<file path="src/rtl/me_pkg.sv">
package me_pkg;

  typedef enum logic [1:0] {
    ST_IDLE   = 2'd0,
    ST_COARSE = 2'd1,
    ST_FINE   = 2'd2
  } me_state_e;

  function automatic int clip_lo(int w, int rad, int rng);
    return (w - rad < -rng) ? -rng : w - rad;
  endfunction

  function automatic int clip_hi(int w, int rad, int rng);
    return (w + rad > rng) ? rng : w + rad;
  endfunction

endpackage

</file>
<file path="src/rtl/me_absdiff_lanes.sv">
module me_absdiff_lanes #(
  parameter int unsigned NUM      = 16,
  parameter int unsigned PIX_W    = 8,
  parameter int unsigned KEEP_MSB = 2
) (
  input  logic [NUM*PIX_W-1:0] cur_i,
  input  logic [NUM*PIX_W-1:0] ref_i,
  input  logic                 lowres_i,
  output logic [NUM*PIX_W-1:0] diff_o
);
  localparam logic [PIX_W-1:0] TRUNC_MASK = {PIX_W{1'b1}} << (PIX_W - KEEP_MSB);

  logic [PIX_W-1:0] mask;
  assign mask = lowres_i ? TRUNC_MASK : {PIX_W{1'b1}};

  for (genvar i = 0; i < NUM; i++) begin : g_lane
    logic [PIX_W-1:0] a, b;
    assign a = cur_i[i*PIX_W +: PIX_W] & mask;
    assign b = ref_i[i*PIX_W +: PIX_W] & mask;
    assign diff_o[i*PIX_W +: PIX_W] = (a > b) ? (a - b) : (b - a);
  end
endmodule

</file>
<file path="src/rtl/me_adder_tree.sv">
module me_adder_tree #(
  parameter int unsigned NUM   = 16,
  parameter int unsigned IN_W  = 8,
  parameter int unsigned OUT_W = 12
) (
  input  logic [NUM*IN_W-1:0] in_i,
  output logic [OUT_W-1:0]    sum_o
);
  localparam int unsigned LVLS = $clog2(NUM);

  for (genvar l = 0; l <= LVLS; l++) begin : g_lvl
    localparam int unsigned CNT = NUM >> l;
    logic [OUT_W-1:0] sums [CNT];
    if (l == 0) begin : g_leaf
      for (genvar j = 0; j < CNT; j++) begin : g_n
        assign sums[j] = OUT_W'(in_i[j*IN_W +: IN_W]);
      end
    end else begin : g_add
      for (genvar j = 0; j < CNT; j++) begin : g_n
        assign sums[j] = g_lvl[l-1].sums[2*j] + g_lvl[l-1].sums[2*j+1];
      end
    end
  end

  assign sum_o = g_lvl[LVLS].sums[0];
endmodule

</file>
<file path="src/rtl/me_scan.sv">
module me_scan #(
  parameter int unsigned MV_W = 4
) (
  input  logic                   clk_i,
  input  logic                   rst_ni,
  input  logic                   load_i,
  input  logic                   step_i,
  input  logic signed [MV_W-1:0] row_lo_i,
  input  logic signed [MV_W-1:0] row_hi_i,
  input  logic signed [MV_W-1:0] col_lo_i,
  input  logic signed [MV_W-1:0] col_hi_i,
  output logic signed [MV_W-1:0] row_o,
  output logic signed [MV_W-1:0] col_o,
  output logic                   last_o
);
  logic signed [MV_W-1:0] row_q, col_q, row_hi_q, col_lo_q, col_hi_q;

  always_ff @(posedge clk_i or negedge rst_ni) begin
    if (!rst_ni) begin
      row_q    <= '0;
      col_q    <= '0;
      row_hi_q <= '0;
      col_lo_q <= '0;
      col_hi_q <= '0;
    end else if (load_i) begin
      row_q    <= row_lo_i;
      col_q    <= col_lo_i;
      row_hi_q <= row_hi_i;
      col_lo_q <= col_lo_i;
      col_hi_q <= col_hi_i;
    end else if (step_i) begin
      if (col_q == col_hi_q) begin
        col_q <= col_lo_q;
        row_q <= row_q + MV_W'(1);
      end else begin
        col_q <= col_q + MV_W'(1);
      end
    end
  end

  assign row_o  = row_q;
  assign col_o  = col_q;
  assign last_o = (row_q == row_hi_q) && (col_q == col_hi_q);
endmodule

</file>
<file path="src/rtl/me_min_track.sv">
module me_min_track #(
  parameter int unsigned COST_W = 12,
  parameter int unsigned MV_W   = 4
) (
  input  logic                   clk_i,
  input  logic                   rst_ni,
  input  logic                   clear_i,
  input  logic                   en_i,
  input  logic [COST_W-1:0]      cost_i,
  input  logic signed [MV_W-1:0] row_i,
  input  logic signed [MV_W-1:0] col_i,
  output logic [COST_W-1:0]      nxt_cost_o,
  output logic signed [MV_W-1:0] nxt_row_o,
  output logic signed [MV_W-1:0] nxt_col_o
);
  logic [COST_W-1:0]      best_cost_q;
  logic signed [MV_W-1:0] best_row_q, best_col_q;
  logic                   best_vld_q;
  logic                   take;

  // strict compare keeps the earliest candidate on ties
  assign take       = en_i && (!best_vld_q || (cost_i < best_cost_q));
  assign nxt_cost_o = take ? cost_i : best_cost_q;
  assign nxt_row_o  = take ? row_i  : best_row_q;
  assign nxt_col_o  = take ? col_i  : best_col_q;

  always_ff @(posedge clk_i or negedge rst_ni) begin
    if (!rst_ni) begin
      best_cost_q <= '0;
      best_row_q  <= '0;
      best_col_q  <= '0;
      best_vld_q  <= 1'b0;
    end else if (clear_i) begin
      best_vld_q  <= 1'b0;
    end else if (en_i) begin
      best_cost_q <= nxt_cost_o;
      best_row_q  <= nxt_row_o;
      best_col_q  <= nxt_col_o;
      best_vld_q  <= 1'b1;
    end
  end
endmodule

</file>
<file path="src/rtl/me_two_step.sv">
module me_two_step #(
  parameter int unsigned BLK      = 4,
  parameter int unsigned RANGE    = 4,
  parameter int unsigned PIX_W    = 8,
  parameter int unsigned KEEP_MSB = 2,
  parameter int unsigned REF_RAD  = 2,
  localparam int unsigned NUM     = BLK * BLK,
  localparam int unsigned COST_W  = PIX_W + $clog2(NUM),
  localparam int unsigned MV_W    = $clog2(RANGE + 1) + 1
) (
  input  logic                   clk_i,
  input  logic                   rst_ni,
  input  logic                   start_i,
  input  logic                   mode_i,
  input  logic [COST_W-1:0]      thresh_i,
  input  logic [NUM*PIX_W-1:0]   cur_blk_i,
  input  logic [NUM*PIX_W-1:0]   ref_blk_i,
  output logic                   cand_vld_o,
  output logic signed [MV_W-1:0] cand_row_o,
  output logic signed [MV_W-1:0] cand_col_o,
  output logic                   done_o,
  output logic signed [MV_W-1:0] mv_row_o,
  output logic signed [MV_W-1:0] mv_col_o,
  output logic [COST_W-1:0]      cost_o,
  output logic                   not_found_o
);
  import me_pkg::*;

  localparam logic signed [MV_W-1:0] WIN_LO = -MV_W'(RANGE);
  localparam logic signed [MV_W-1:0] WIN_HI = MV_W'(RANGE);

  me_state_e              state_q;
  logic [NUM*PIX_W-1:0]   cur_q;
  logic [COST_W-1:0]      thresh_q;
  logic [NUM*PIX_W-1:0]   diff;
  logic [COST_W-1:0]      sad;
  logic                   lowres;
  logic                   scan_load, scan_step, scan_last;
  logic signed [MV_W-1:0] scan_row, scan_col;
  logic signed [MV_W-1:0] row_lo, row_hi, col_lo, col_hi;
  logic                   trk_clear, trk_en;
  logic [COST_W-1:0]      nxt_cost;
  logic signed [MV_W-1:0] nxt_row, nxt_col;

  assign lowres = (state_q == ST_COARSE);

  me_absdiff_lanes #(.NUM(NUM), .PIX_W(PIX_W), .KEEP_MSB(KEEP_MSB)) u_lanes (
    .cur_i    (cur_q),
    .ref_i    (ref_blk_i),
    .lowres_i (lowres),
    .diff_o   (diff)
  );

  me_adder_tree #(.NUM(NUM), .IN_W(PIX_W), .OUT_W(COST_W)) u_tree (
    .in_i  (diff),
    .sum_o (sad)
  );

  me_scan #(.MV_W(MV_W)) u_scan (
    .clk_i    (clk_i),
    .rst_ni   (rst_ni),
    .load_i   (scan_load),
    .step_i   (scan_step),
    .row_lo_i (row_lo),
    .row_hi_i (row_hi),
    .col_lo_i (col_lo),
    .col_hi_i (col_hi),
    .row_o    (scan_row),
    .col_o    (scan_col),
    .last_o   (scan_last)
  );

  me_min_track #(.COST_W(COST_W), .MV_W(MV_W)) u_trk (
    .clk_i      (clk_i),
    .rst_ni     (rst_ni),
    .clear_i    (trk_clear),
    .en_i       (trk_en),
    .cost_i     (sad),
    .row_i      (scan_row),
    .col_i      (scan_col),
    .nxt_cost_o (nxt_cost),
    .nxt_row_o  (nxt_row),
    .nxt_col_o  (nxt_col)
  );

  always_comb begin
    scan_load = 1'b0;
    scan_step = 1'b0;
    trk_clear = 1'b0;
    trk_en    = 1'b0;
    row_lo    = WIN_LO;
    row_hi    = WIN_HI;
    col_lo    = WIN_LO;
    col_hi    = WIN_HI;
    unique case (state_q)
      ST_IDLE: begin
        if (start_i) begin
          scan_load = 1'b1;
          trk_clear = 1'b1;
        end
      end
      ST_COARSE: begin
        trk_en = 1'b1;
        if (scan_last) begin
          // refinement window around the coarse winner, clipped to the search window
          scan_load = 1'b1;
          trk_clear = 1'b1;
          row_lo = MV_W'(clip_lo(int'(nxt_row), int'(REF_RAD), int'(RANGE)));
          row_hi = MV_W'(clip_hi(int'(nxt_row), int'(REF_RAD), int'(RANGE)));
          col_lo = MV_W'(clip_lo(int'(nxt_col), int'(REF_RAD), int'(RANGE)));
          col_hi = MV_W'(clip_hi(int'(nxt_col), int'(REF_RAD), int'(RANGE)));
        end else begin
          scan_step = 1'b1;
        end
      end
      ST_FINE: begin
        trk_en    = 1'b1;
        scan_step = !scan_last;
      end
      default: ;
    endcase
  end

  always_ff @(posedge clk_i or negedge rst_ni) begin
    if (!rst_ni) begin
      state_q     <= ST_IDLE;
      cur_q       <= '0;
      thresh_q    <= '0;
      done_o      <= 1'b0;
      mv_row_o    <= '0;
      mv_col_o    <= '0;
      cost_o      <= '0;
      not_found_o <= 1'b0;
    end else begin
      done_o <= 1'b0;
      unique case (state_q)
        ST_IDLE: begin
          if (start_i) begin
            cur_q    <= cur_blk_i;
            thresh_q <= thresh_i;
            state_q  <= mode_i ? ST_FINE : ST_COARSE;
          end
        end
        ST_COARSE: begin
          if (scan_last) state_q <= ST_FINE;
        end
        ST_FINE: begin
          if (scan_last) begin
            state_q     <= ST_IDLE;
            done_o      <= 1'b1;
            mv_row_o    <= nxt_row;
            mv_col_o    <= nxt_col;
            cost_o      <= nxt_cost;
            not_found_o <= (nxt_cost > thresh_q);
          end
        end
        default: state_q <= ST_IDLE;
      endcase
    end
  end

  assign cand_vld_o = (state_q != ST_IDLE);
  assign cand_row_o = scan_row;
  assign cand_col_o = scan_col;
endmodule

</file>
<file path="config.mk">
export PLATFORM = sky130hd
export DESIGN_NAME = me_two_step
export DESIGN_NICKNAME = d
export VERILOG_FILES = /design/src/rtl/me_pkg.sv /design/src/rtl/me_absdiff_lanes.sv /design/src/rtl/me_adder_tree.sv /design/src/rtl/me_scan.sv /design/src/rtl/me_min_track.sv /design/src/rtl/me_two_step.sv
export SDC_FILE = /design/constraint.sdc
export NUM_CORES = 1
export LEC_CHECK = 0
export ABC_CLOCK_PERIOD_IN_PS = 13700
export BUFFER_PORTS_ARGS = -buffer_cell sky130_fd_sc_hd__buf_2
export CORE_MARGIN = 3
export CORE_UTILIZATION = 60
export DETAILED_ROUTE_END_ITERATION = 12
export HOLD_SLACK_MARGIN = 0.15
export PLACE_DENSITY_LB_ADDON = 0.25
export RECOVER_POWER = 100
export SYNTH_ARGS = -nofsm -noshare
export SYNTH_HDL_FRONTEND = slang
export SYNTH_HIERARCHICAL = 1
export SYNTH_SLANG_ARGS = --single-unit
</file>
<file path="constraint.sdc">
create_clock -name clk_i -period 13.7 [get_ports clk_i]
set_input_delay 1.37 -clock clk_i [delete_from_list [all_inputs] [get_ports clk_i]]
set_output_delay 1.37 -clock clk_i [all_outputs]
set_load 0.005 [all_outputs]
</file>
==> impl_metrics.py <==
metrics = {
    "timing": {
        "max_slew_margin": -3.25,
        "skew_ps": 21.6,
        "rsz0062_at_grt": "false",
        "tns_ps": 0,
        "hold_viol": 0,
        "drv_slew": 370,
        "max_freq_mhz": 81.6,
        "worstMarginPinSlew_ps": 6380,
        "fin_crit_sh": 0.894,
        "finalSetupViolations": 0,
        "period_needed_ps": 12250,
    },
    "clock_tree": {
        "clk_latency_ps": 570,
        "hold_buffers": 0,
        "clock_tree.buffer_depth": 3,
        "clkSlewWorstSetupHoldPaths_ps": 60,
        "cts.sinks": 205,
        "cts_resized": 0,
        "cts_tree": "built",
        "h-tree-depth": 1,
        "cts_root_buffer": "clkbuf_16",
        "cts_made_buffers": 27,
        "post-cts-setup-buffers": 0,
    },
    "synth": {
        "synth_compound_area_frac": 0.128,
        "synth_warnings": 6,
        "synthAdderAreaFrac": 0.256,
        "synth-seq-cells": 205,
        "async_flop_share": 1.00,
        "yosysSeqAreaShare": 0.205,
        "synth-simple-area-share": 0.111,
        "synthesis.area_sq_um": 25000,
        "syn_area_per_cell_sq_um": 9.54,
        "synth_edf_count": 0,
        "synth_top_family_by_area": "adder cells",
        "synthXorXnorAreaFrac": 0.0459,
        "syn_nets": 3333,
        "synth_ff_type": "dfrtp_1",
        "synthMuxAreaShare": 0.154,
        "synthCells": 2622,
        "ys_types": 67,
    },
    "worst_setup_path": {
        "worstRegToRegCells": 39,
        "cp-end-kind": "flip-flop",
        "critPathMostFrequentCell": "ha_1",
        "cp.arrival_ps": 12690,
        "cp.required_ps": 14140,
        "critical_path.endpoint": "not_found_o$_DFFE_PN0P_",
        "rr_startpoint": "state_q[1]$_DFFE_PN0P_",
        "startpoint": "state_q[1]$_DFFE_PN0P_",
        "crit_fanout": 77,
        "startpoint_type": "flip-flop",
        "r2r-end": "not_found_o$_DFFE_PN0P_",
        "reg2reg_slack_ps": 1450,
        "crit_type": "flip-flop to flip-flop",
        "critPathSlowestCell": "nor3b_2",
        "critPathMaxStageDelay_ps": 710,
    },
    "routing": {
        "via_count": 19134,
        "avgViaCountPerCell": 5.65,
        "ant_nets": 0,
        "drt_iter0_drc": 1165,
        "dr.pass1.iters": 5,
        "wl_per_cell_microns": 18.1,
        "drc": 0,
        "routed_wl_microns": 61100,
    },
    "grt": {
        "grtUsageTotal": 0.275,
        "first_global_vias": 19820,
        "grt_pass1_wl_microns": 101000,
        "overflow": 0,
        "antenna_found_initial": 3,
        "grt_max_degree": 108,
    },
    "layout": {
        "fillers": 3456,
        "multi_input_area_sq_um": 17000,
        "seqCellArea_sq_um": 5130,
        "finalNetCount": 3542,
        "final_cells": 3385,
        "drive_gt1_frac": 0.167,
        "final_core_util": 0.656,
        "area_growth_pct": 7.56,
    },
    "die": {
        "die_w_microns": 210,
        "pin_count": 303,
        "start_util": 0.610,
        "die_area_sq_um": 44200,
        "die_y_microns": 210,
        "num_rows": 74,
        "core_region_area_sq_um": 41000,
    },
    "outcome": {
        "violations": "max-capacitance violations, max-slew violations",
        "outcome": "complete, but fails checks",
    },
    "place": {
        "hpwl_microns": 49000,
        "port_buffers": 302,
        "dpl.cell_count": 3334,
        "routabilityCongestion": 0.887,
    },
    "worst_hold_path": {
        "hp-class": "flip-flop to flip-flop",
    },
    "job": {
        "cap_violations": 6,
    },
}
-- synth_stat cells (all sizes together) (13+ instances only) --
cell type | count | area [sq um]
a211oi | 50 | 455
a21o | 84 | 642
a21oi | 156 | 781
a31oi | 35 | 219
and2 | 22 | 138
and3 | 14 | 92.6
buf | 103 | 785
clkbuf | 27 | 104
dfrtp | 205 | 5130
fa | 122 | 2440
ha | 317 | 3970
inv | 431 | 1620
mux2 | 223 | 2850
mux2i | 100 | 1000
nand2 | 71 | 269
nand2b | 83 | 519
nand3 | 31 | 155
nand3b | 26 | 195
nand4 | 53 | 332
nor2 | 34 | 128
nor2b | 117 | 732
nor3 | 13 | 65.1
o21ai | 76 | 380
o21bai | 19 | 143
o22a | 16 | 140
xnor2 | 68 | 596
xor2 | 63 | 552
-- sequential cells by signal, indices dropped and copies added (netlist names) --
register and flops:
cost_o 12, cur_q 128, done_o 1, mv_col_o 4, mv_row_o 4, not_found_o 1, state_q 2, thresh_q 12
u_scan/col_hi_q 4, u_scan/col_lo_q 4, u_scan/col_o 4, u_scan/row_hi_q 4, u_scan/row_o 4, u_trk/best_col_q 4, u_trk/best_cost_q 12, u_trk/best_row_q 4
u_trk/best_vld_q 1
-- worst min-delay path by stage --
stage / start / to / slack, ps / cells after the start
2_1_floorplan: cur_q[10]$_DFFE_PN0P_ / cur_q[10]$_DFFE_PN0P_ / 460 / 1
3_3_place_gp: cur_q[8]$_DFFE_PN0P_ / cur_q[8]$_DFFE_PN0P_ / 470 / 1
3_5_place_dp: mv_col_o[2]$_DFFE_PN0P_ / mv_col_o[2]$_DFFE_PN0P_ / 480 / 2
4_1_cts: cur_q[12]$_DFFE_PN0P_ / cur_q[12]$_DFFE_PN0P_ / 490 / 1
5_1_grt: cur_q[112]$_DFFE_PN0P_ / cur_q[112]$_DFFE_PN0P_ / 490 / 1
6_report: cur_q[82]$_DFFE_PN0P_ / cur_q[82]$_DFFE_PN0P_ / 480 / 1
-- per-stage QoR --
step | hold slack [ps] | area [sq um] | setup slack (ps)
2_1_floorplan | 456 | 25000 | 2960
3_3_place_gp | 474 | 26400 | 1760
3_5_place_dp | 477 | 26400 | 1540
4_1_cts | 492 | 27300 | 1670
5_1_grt | 492 | 26900 | 701
6_report | 483 | 26900 | 1450
-- cells in the final DEF, fill, tap and decap left out, types with 83 or more instances in the layout --
| cell type | n |
|---|---|
| ha_1 | 316 |
| mux2_1 | 110 |
| dfrtp_1 | 205 |
| mux2_2 | 107 |
| nor2b_1 | 117 |
| buf_2 | 283 |
| mux2i_1 | 100 |
| inv_1 | 431 |
| nand2b_1 | 83 |
| fa_1 | 122 |
| a21oi_1 | 156 |
-- layer usage --
layer  wire length (microns)  vias to the layer above  GRT usage
li1                        -                     9214          -
met1                   28100                     9304      0.393
met2                   28600                      533      0.454
met3                    3180                       83     0.0324
met4                    1220                        0     0.0605
met5                       0                        -          0
-- worst max-delay path, delay by kind of cell (launching register included) --
kind            cells  cell delay (ps)
compound gates     13             2800
flops               1              390
xor+xnor            2              300
buf+inv             4             1380
fa+ha+maj          10             4460
simple gates        8             2060
mux                 2              670
-- final cells by class --
cell class,instances,share of cell area
antenna,1,0.0000930
clock buffer,37,0.0280
clock inverter,13,0.00614
inverter,431,0.0601
multi-input combinational,1856,0.633
sequential,205,0.191
tap,532,0.0247
timing repair buffer,310,0.0568
-- logic make-up after synthesis --
logic type                 Yosys count
xor gates and xnor gates           131
muxes                              323
buffers and inverters              561
DFF                                205
adders and majority gates          439
AOI/OAI and AO/OA                  482
and+or+nand+nor                    481
Power is not shown: default switching activity piles up to over one toggle a cycle in this logic, so the estimate is an artifact.
